===== src/rtl/tsched_pkg.sv =====
package tsched_pkg;

  localparam logic [4:0]  CTRL_CHAN = 5'h1f;
  localparam logic [31:0] TS_NOW    = 32'hFFFF_FFFF;

  // header word, MSB first
  typedef struct packed {
    logic       ovr;
    logic       und;
    logic       drp;
    logic       sob;
    logic       eob;
    logic [5:0] rssi;
    logic [4:0] chan;
    logic [2:0] rsv;
    logic [3:0] tag;
    logic [8:0] len;
  } hdr_t;

  typedef enum logic [2:0] {
    ST_HDR,
    ST_TS,
    ST_WAIT,
    ST_STREAM,
    ST_CTRL,
    ST_SKIP
  } sched_st_t;

endpackage


===== src/rtl/tsched_timebase.sv =====
module tsched_timebase #(
  parameter int TW = 32
) (
  input  logic          clk,
  input  logic          rst,
  input  logic          tick,
  output logic [TW-1:0] now
);

  always_ff @(posedge clk) begin
    if (rst) now <= '0;
    else if (tick) now <= now + 1'b1;
  end

  p_time_step_r2: assert property (@(posedge clk) disable iff (rst)
    tick |=> now == $past(now) + 1'b1);

  p_time_hold_r2: assert property (@(posedge clk) disable iff (rst)
    !tick |=> $stable(now));

endmodule


===== src/rtl/tsched_time_judge.sv =====
module tsched_time_judge #(
  parameter int TW = 32
) (
  input  logic [TW-1:0] now,
  input  logic [TW-1:0] ts,
  output logic          late,
  output logic          due
);

  logic              immediate;
  logic signed [TW-1:0] diff;

  always_comb begin
    immediate = (ts == {TW{1'b1}});
    diff      = $signed(now - ts);
    late      = !immediate && (diff > 0);
    due       = immediate || (now == ts);
  end

  always_comb begin
    p_late_vs_due_r3: assert (!(late && due));
  end

endmodule


===== src/rtl/tsched_burst.sv =====
module tsched_burst (
  input  logic clk,
  input  logic rst,
  input  logic tick,
  input  logic emit,
  input  logic enter,
  input  logic leave,
  output logic in_burst,
  output logic underrun_pulse
);

  always_ff @(posedge clk) begin
    if (rst) begin
      in_burst       <= 1'b0;
      underrun_pulse <= 1'b0;
    end else begin
      underrun_pulse <= tick && !emit && in_burst;
      if (leave)      in_burst <= 1'b0;
      else if (enter) in_burst <= 1'b1;
    end
  end

  p_underrun_needs_burst_r7: assert property (@(posedge clk) disable iff (rst)
    underrun_pulse |-> $past(in_burst));

  p_leave_ends_burst_r6: assert property (@(posedge clk) disable iff (rst)
    leave |=> !in_burst);

endmodule


===== src/rtl/tsched_tx.sv =====
module tsched_tx
  import tsched_pkg::*;
#(
  parameter int PKT_WORDS = 128,
  parameter int DW        = 32,
  parameter int TW        = 32
) (
  input  logic          clk,
  input  logic          rst,
  input  logic          samp_tick,
  input  logic [DW-1:0] q_data,
  input  logic          q_valid,
  output logic          q_ready,
  output logic [DW-1:0] samp_data,
  output logic          samp_valid,
  output logic [DW-1:0] ctrl_data,
  output logic          ctrl_valid,
  output logic          ctrl_last,
  output logic          drop_pulse,
  output logic          underrun_pulse
);

  localparam int MAX_PAY_WORDS = PKT_WORDS - 2;
  localparam int MAX_BYTES     = MAX_PAY_WORDS * 4;
  localparam int CW            = $clog2(PKT_WORDS + 1);
  localparam int BW            = (((CW + 2) > 9) ? (CW + 2) : 9) + 1;

  typedef logic [CW-1:0] cnt_t;
  typedef logic [BW-1:0] bytes_t;

  sched_st_t       st;
  hdr_t            hdr_q;
  logic [TW-1:0]   ts_q;
  cnt_t            rest;
  cnt_t            pay_left;

  logic [TW-1:0]   now;
  logic            late, due, go;
  logic            is_ctrl;
  bytes_t          clen;
  cnt_t            pay_words;
  logic            pop, emit, rel_data, leave;
  logic            in_burst;

  tsched_timebase #(.TW(TW)) u_time (
    .clk (clk),
    .rst (rst),
    .tick(samp_tick),
    .now (now)
  );

  tsched_time_judge #(.TW(TW)) u_judge (
    .now (now),
    .ts  (ts_q),
    .late(late),
    .due (due)
  );

  tsched_burst u_burst (
    .clk           (clk),
    .rst           (rst),
    .tick          (samp_tick),
    .emit          (emit),
    .enter         (rel_data),
    .leave         (leave),
    .in_burst      (in_burst),
    .underrun_pulse(underrun_pulse)
  );

  // payload size in words, length capped to what the packet can hold
  always_comb begin
    is_ctrl   = (hdr_q.chan == CTRL_CHAN);
    clen      = (bytes_t'(hdr_q.len) > bytes_t'(MAX_BYTES)) ? bytes_t'(MAX_BYTES)
                                                           : bytes_t'(hdr_q.len);
    pay_words = cnt_t'((clen + bytes_t'(3)) >> 2);
    go        = (st == ST_WAIT) && !late && due && samp_tick;
  end

  always_comb begin
    pop      = 1'b0;
    emit     = 1'b0;
    rel_data = 1'b0;
    leave    = 1'b0;
    unique case (st)
      ST_HDR, ST_TS, ST_CTRL, ST_SKIP: pop = q_valid;
      ST_WAIT: begin
        if (go && !is_ctrl) begin
          if (pay_words == '0) begin
            rel_data = 1'b1;
            leave    = hdr_q.eob;
          end else if (q_valid) begin
            pop      = 1'b1;
            emit     = 1'b1;
            rel_data = 1'b1;
            leave    = hdr_q.eob && (pay_words == cnt_t'(1));
          end
        end
      end
      ST_STREAM: begin
        if (samp_tick && q_valid) begin
          pop   = 1'b1;
          emit  = 1'b1;
          leave = hdr_q.eob && (pay_left == cnt_t'(1));
        end
      end
      default: ;
    endcase
  end

  assign q_ready = pop;

  always_ff @(posedge clk) begin
    if (rst) begin
      st         <= ST_HDR;
      hdr_q      <= '0;
      ts_q       <= '0;
      rest       <= '0;
      pay_left   <= '0;
      samp_data  <= '0;
      samp_valid <= 1'b0;
      ctrl_data  <= '0;
      ctrl_valid <= 1'b0;
      ctrl_last  <= 1'b0;
      drop_pulse <= 1'b0;
    end else begin
      samp_valid <= 1'b0;
      ctrl_valid <= 1'b0;
      ctrl_last  <= 1'b0;
      drop_pulse <= 1'b0;

      if (samp_tick) begin
        samp_valid <= emit;
        samp_data  <= emit ? q_data : '0;
      end

      unique case (st)
        ST_HDR: begin
          if (q_valid) begin
            hdr_q <= hdr_t'(q_data[31:0]);
            st    <= ST_TS;
          end
        end
        ST_TS: begin
          if (q_valid) begin
            ts_q <= q_data[TW-1:0];
            rest <= cnt_t'(MAX_PAY_WORDS);
            st   <= ST_WAIT;
          end
        end
        ST_WAIT: begin
          if (late) begin
            drop_pulse <= 1'b1;
            st         <= ST_SKIP;
          end else if (go) begin
            if (is_ctrl) begin
              pay_left <= pay_words;
              st       <= (pay_words == '0) ? ST_SKIP : ST_CTRL;
            end else if (pay_words == '0) begin
              st <= ST_SKIP;
            end else if (q_valid) begin
              rest     <= rest - 1'b1;
              pay_left <= pay_words - 1'b1;
              if (pay_words == cnt_t'(1))
                st <= (rest == cnt_t'(1)) ? ST_HDR : ST_SKIP;
              else
                st <= ST_STREAM;
            end
          end
        end
        ST_STREAM: begin
          if (samp_tick && q_valid) begin
            rest     <= rest - 1'b1;
            pay_left <= pay_left - 1'b1;
            if (pay_left == cnt_t'(1))
              st <= (rest == cnt_t'(1)) ? ST_HDR : ST_SKIP;
          end
        end
        ST_CTRL: begin
          if (q_valid) begin
            ctrl_valid <= 1'b1;
            ctrl_data  <= q_data;
            ctrl_last  <= (pay_left == cnt_t'(1));
            rest       <= rest - 1'b1;
            pay_left   <= pay_left - 1'b1;
            if (pay_left == cnt_t'(1))
              st <= (rest == cnt_t'(1)) ? ST_HDR : ST_SKIP;
          end
        end
        ST_SKIP: begin
          if (q_valid) begin
            rest <= rest - 1'b1;
            if (rest == cnt_t'(1)) st <= ST_HDR;
          end
        end
        default: st <= ST_HDR;
      endcase
    end
  end

  p_sample_after_tick_r8: assert property (@(posedge clk) disable iff (rst)
    samp_valid |-> $past(samp_tick));

  p_idle_zero_r8: assert property (@(posedge clk) disable iff (rst)
    ($past(samp_tick) && !samp_valid) |-> samp_data == '0);

  p_drop_single_r3: assert property (@(posedge clk) disable iff (rst)
    drop_pulse |=> !drop_pulse);

  p_ctrl_no_sample_r9: assert property (@(posedge clk) disable iff (rst)
    ctrl_valid |-> !samp_valid);

  p_no_underrun_with_sample_r7: assert property (@(posedge clk) disable iff (rst)
    !(samp_valid && underrun_pulse));

endmodule


===== config.mk =====
export PLATFORM = sky130hd
export DESIGN_NAME = tsched_tx
export DESIGN_NICKNAME = d
export VERILOG_FILES = /design/src/rtl/tsched_pkg.sv /design/src/rtl/tsched_timebase.sv /design/src/rtl/tsched_time_judge.sv /design/src/rtl/tsched_burst.sv /design/src/rtl/tsched_tx.sv
export SDC_FILE = /design/constraint.sdc
export NUM_CORES = 1
export LEC_CHECK = 0
export BUFFER_PORTS_ARGS = -buffer_cell sky130_fd_sc_hd__clkbuf_2
export CAP_MARGIN = 0
export CORE_MARGIN = 2
export CORE_UTILIZATION = 47
export CTS_CLUSTER_DIAMETER = 50
export CTS_CLUSTER_SIZE = 8
export DETAILED_ROUTE_END_ITERATION = 6
export GPL_TIMING_DRIVEN = 0
export PLACE_DENSITY_LB_ADDON = 0.05
export SETUP_SLACK_MARGIN = 0.2
export SLEW_MARGIN = 15
export SYNTH_ARGS = -nofsm -noshare
export SYNTH_HDL_FRONTEND = slang
export SYNTH_HIERARCHICAL = 1
export SYNTH_SLANG_ARGS = --single-unit

===== constraint.sdc =====
create_clock -name clk -period 4.8 [get_ports clk]
set_input_delay 0.72 -clock clk [delete_from_list [all_inputs] [get_ports clk]]
set_output_delay 0.72 -clock clk [all_outputs]
set_load 0.01 [all_outputs]

==> metrics.yaml <==
routing:
  remaining_drc_errors: 0
  routed_wl_mm: 28.83
  initialDrtViolationCount: 563
  dr_wl_met3_mm: 1.217
  met2_length_mm: 13.83
  vias: 9011
  antenna_left: 0
  wl_per_cell_um: 18.07
  wl_met1_mm: 12.79
  viasPerCell: 5.650
  firstDrtPassIters: 6
  top_layer_used: "met4"
clock_tree:
  cts_root_buf: "clkbuf_16"
  hold_buffers: 0
  numCtsBuffers: 17
  numClockSinks: 168
  clkTransAtPathRegs_ns: 0.07
  clockBufferDepth: 2
  htreeDepth: 4
  tritoncts: "built"
  clk_latency_ns: 0.44
die:
  placementRows: 51
  dieHeight_um: 145.8
  die_width_um: 145.8
  ioPinCount: 106
  core_sq_mm: 0.01959
  initial_core_util_pct: 48.21
  die_area_sq_mm: 0.02125
synthesis:
  synthSimpleGateAreaFrac_pct: 25.75
  synth_top_family_by_area: "simple AND/OR/NAND/NOR gates"
  synthAdderAreaFrac_pct: 5.511
  async_flop_share_pct: 0
  ys.flop_type: "dfxtp_1"
  ys_types: 100
  synthXorXnorAreaFrac_pct: 4.080
  yosysSeqAreaShare_pct: 35.61
  yosysMostFrequentCell: "nand2_1"
  syn_nets: 1249
  netlist_area_sq_mm: 0.009445
  syn_inst: 1172
  ys_warn_count: 6
  synth_compound_area_share_pct: 21.65
  yosys.area.top_type_share_pct: 35.61
  avgSynthCellArea_sq_um: 8.059
  yosys-top-cells-area: "dfxtp_1, nand2_1, a21oi_1"
  synthMuxAreaShare_pct: 1.947
  synth-edff-count: 0
  ys_top_cells_by_count: "nand2_1, dfxtp_1, a21oi_1"
  yosys_register_bits: 168
  yosys.area.top_type: "dfxtp_1"
power:
  power.total_uw: 4348
  p_leak_uw: 0.004468
  ir_worst_vdd_uv: 255.6
  power.density_mw_per_mm2: 383.3
timing:
  whs_ns: 0.4562
  maxSlewViolCount: 0
  fmax_mhz: 185.7
  setup_violations: 18
  setup_tns_ns: -3.674
  final.setup_skew_ns: 0.01239
  fin_ws_ns: -0.5842
  fin_crit_sh_pct: 112.2
  tightest_slew_ns: 0.7706
  period_needed_ns: 5.384
  finalHoldViolCount: 0
  grt_setup_unrepaired: "yes"
  slew_headroom_pct: 48.35
cells_and_area:
  diodes: 0
  final_nets: 1394
  postLayoutCoreUtil_pct: 57.90
  area_delta_synth_final_pct: 20.10
  final_cell_area_sq_mm: 0.01134
  drive_gt1_share_pct: 19.85
critical_path:
  worstReg2RegStart: "u_time/now[0]"
  start_kind: "register"
  crit_start: "u_time/now[0]"
  critPathArrivalTime_ns: 4.66
  required_ns: 4.08
  crit_family: "compound AO/OA/AOI/OAI gates"
  slowest_delay_ns: 0.52
  worstSetupEndpointType: "output port"
  worstPathCellList: "inv_4 -> ha_4 -> fa_2 -> and2b_2 -> o2111ai_4 -> a211oi_4 -> nor3_4 -> a211oi_4 -> buf_4 -> a221oi_4 -> a211o_1 -> or4_4 -> o311a_4 -> nor3b_4 -> o211ai_1 -> o21ai_1 -> nand2_2 -> nand2_2 -> buf_6"
  cp_slowest_cell: "or4_4"
  path_class: "reg -> out"
  path_max_fanout: 3
  path_buf_inv: 3
worst_hold_path:
  hold_class: "reg -> reg"
  holdCritStartpoint: "ctrl_data[23]"
place:
  portBuffers: 104
  post_dp_cell_area_sq_mm: 0.01034
  place.gp.congestion: 0.8947
  dpl.hpwl_mm: 21.66
grt:
  grt_max_degree: 20
  grt_pass1_vias: 8788
  track_usage_pct: 26.92
  antenna_found_initial: 0
  grt_pass1_wl_mm: 46.09
  grt-ovfl-total: 0
flow_run:
  drv_cap: 0
status:
  violations: "negative setup slack"
  outcome: "complete, but fails checks"
-- layout make-up --
type / instances / area, sq um
plain buffers: 63 / 330.3
clock buffers: 18 / 439.2
clock inverters: 14 / 173.9
fillers: 1892 / 8247
inverters: 53 / 201.4
multi-input cells: 888 / 5744
flip-flops and latches: 168 / 3376
well taps: 265 / 331.6
repair buffers: 126 / 747.0
-- through the flow --
| step | std cells | worst slack, ns |
|---|---|---|
| 6_report | 1595 | -0.5842 |
| 5_1_grt | 1595 | -0.7567 |
| 4_1_cts | 1589 | -0.6317 |
| 3_5_place_dp | 1541 | -0.5413 |
| 3_3_place_gp | 1541 | -0.5730 |
| 2_1_floorplan | 1172 | 0.1430 |
-- cells by family (layout without fill, tap and decap cells) --
family | count (synthesis) | count (layout)
simple gates | 488 | 488
compound gates | 298 | 298
flops | 168 | 168
buf+inv | 116 | 274
xor+xnor | 44 | 44
fa+ha+maj | 41 | 41
mux | 17 | 17
-- worst reg2reg max path, stage by stage, from the launching register on --
cell and delay [ns]:
dfxtp_4 0.37, inv_4 0.04, ha_4 0.15, fa_2 0.33, and2b_2 0.26, o2111ai_4 0.19
a211oi_4 0.31, nor3_4 0.09, a211oi_4 0.31, buf_4 0.18, a221oi_4 0.07, a211o_1 0.31
or4_4 0.52, o311a_4 0.36, buf_4 0.15, buf_6 0.12, or3b_1 0.35, a21oi_1 0.15
o21ai_1 0.26, nor4_2 0.36, xnor2_1 0.15, a21oi_1 0.08
-- sequential cells by signal, summed over array words and instances, names as in the netlist --
register                flops
u_time/now                 32
ctrl_data                  32
ctrl_last                   1
drop_pulse                  1
u_burst/underrun_pulse      1
samp_data                  32
st                          3
ctrl_valid                  1
hdr_q                      15
pay_left                    8
samp_valid                  1
u_burst/in_burst            1
ts_q                       32
rest                        8
-- cell usage in the layout, fill, tap and decap left out, types with 7 or more instances in the layout --
master,n
a31oi_1,10
buf_4,17
dfxtp_1,162
o31ai_1,10
xnor2_1,27
mux2_2,9
clkbuf_1,39
a21oi_1,122
or3_1,10
a21o_1,10
o21a_1,7
buf_6,14
nor2_1,65
nand3_1,26
inv_1,52
buf_2,11
a22o_1,32
xor2_1,16
nand4_1,33
ha_1,38
o21ai_0,25
nor3_1,26
nor2b_1,16
clkbuf_2,104
clkbuf_16,17
nand2b_1,11
nand2_1,217
nor4_1,11
-- power by group --
part	switching, uW	leakage, uW	internal [uW]
combinational	797	0.00281	584
clock	686	0.000297	723
sequential	83.1	0.00136	1480
total	1570	0.00447	2780
-- repair_timing --
item,4_1_cts,5_1_grt
setup endpoints to repair,55,55
endpoints found under the hold margin,0,0
gates cloned,3,0
pin swaps,18,25
buffers inserted,13,6
resized for setup,22,26
-- final timing paths --
check / slack [ns] / cells after the start / end
worst max-delay path: -0.58 / 19 / q_ready
worst min-delay path: 0.46 / 2 / ctrl_data[23]
worst max register to register: -0.42 / 21 / rest[5]
worst min register to register: 0.46 / 2 / ctrl_data[23]
-- per-layer routing --
metal	global-route usage [%]	vias up
li1	-	4484
met1	34.60	4248
met2	45.68	223
met3	3.981	56
met4	10.20	0
met5	0	-
Power figures use the tool's default switching activity.
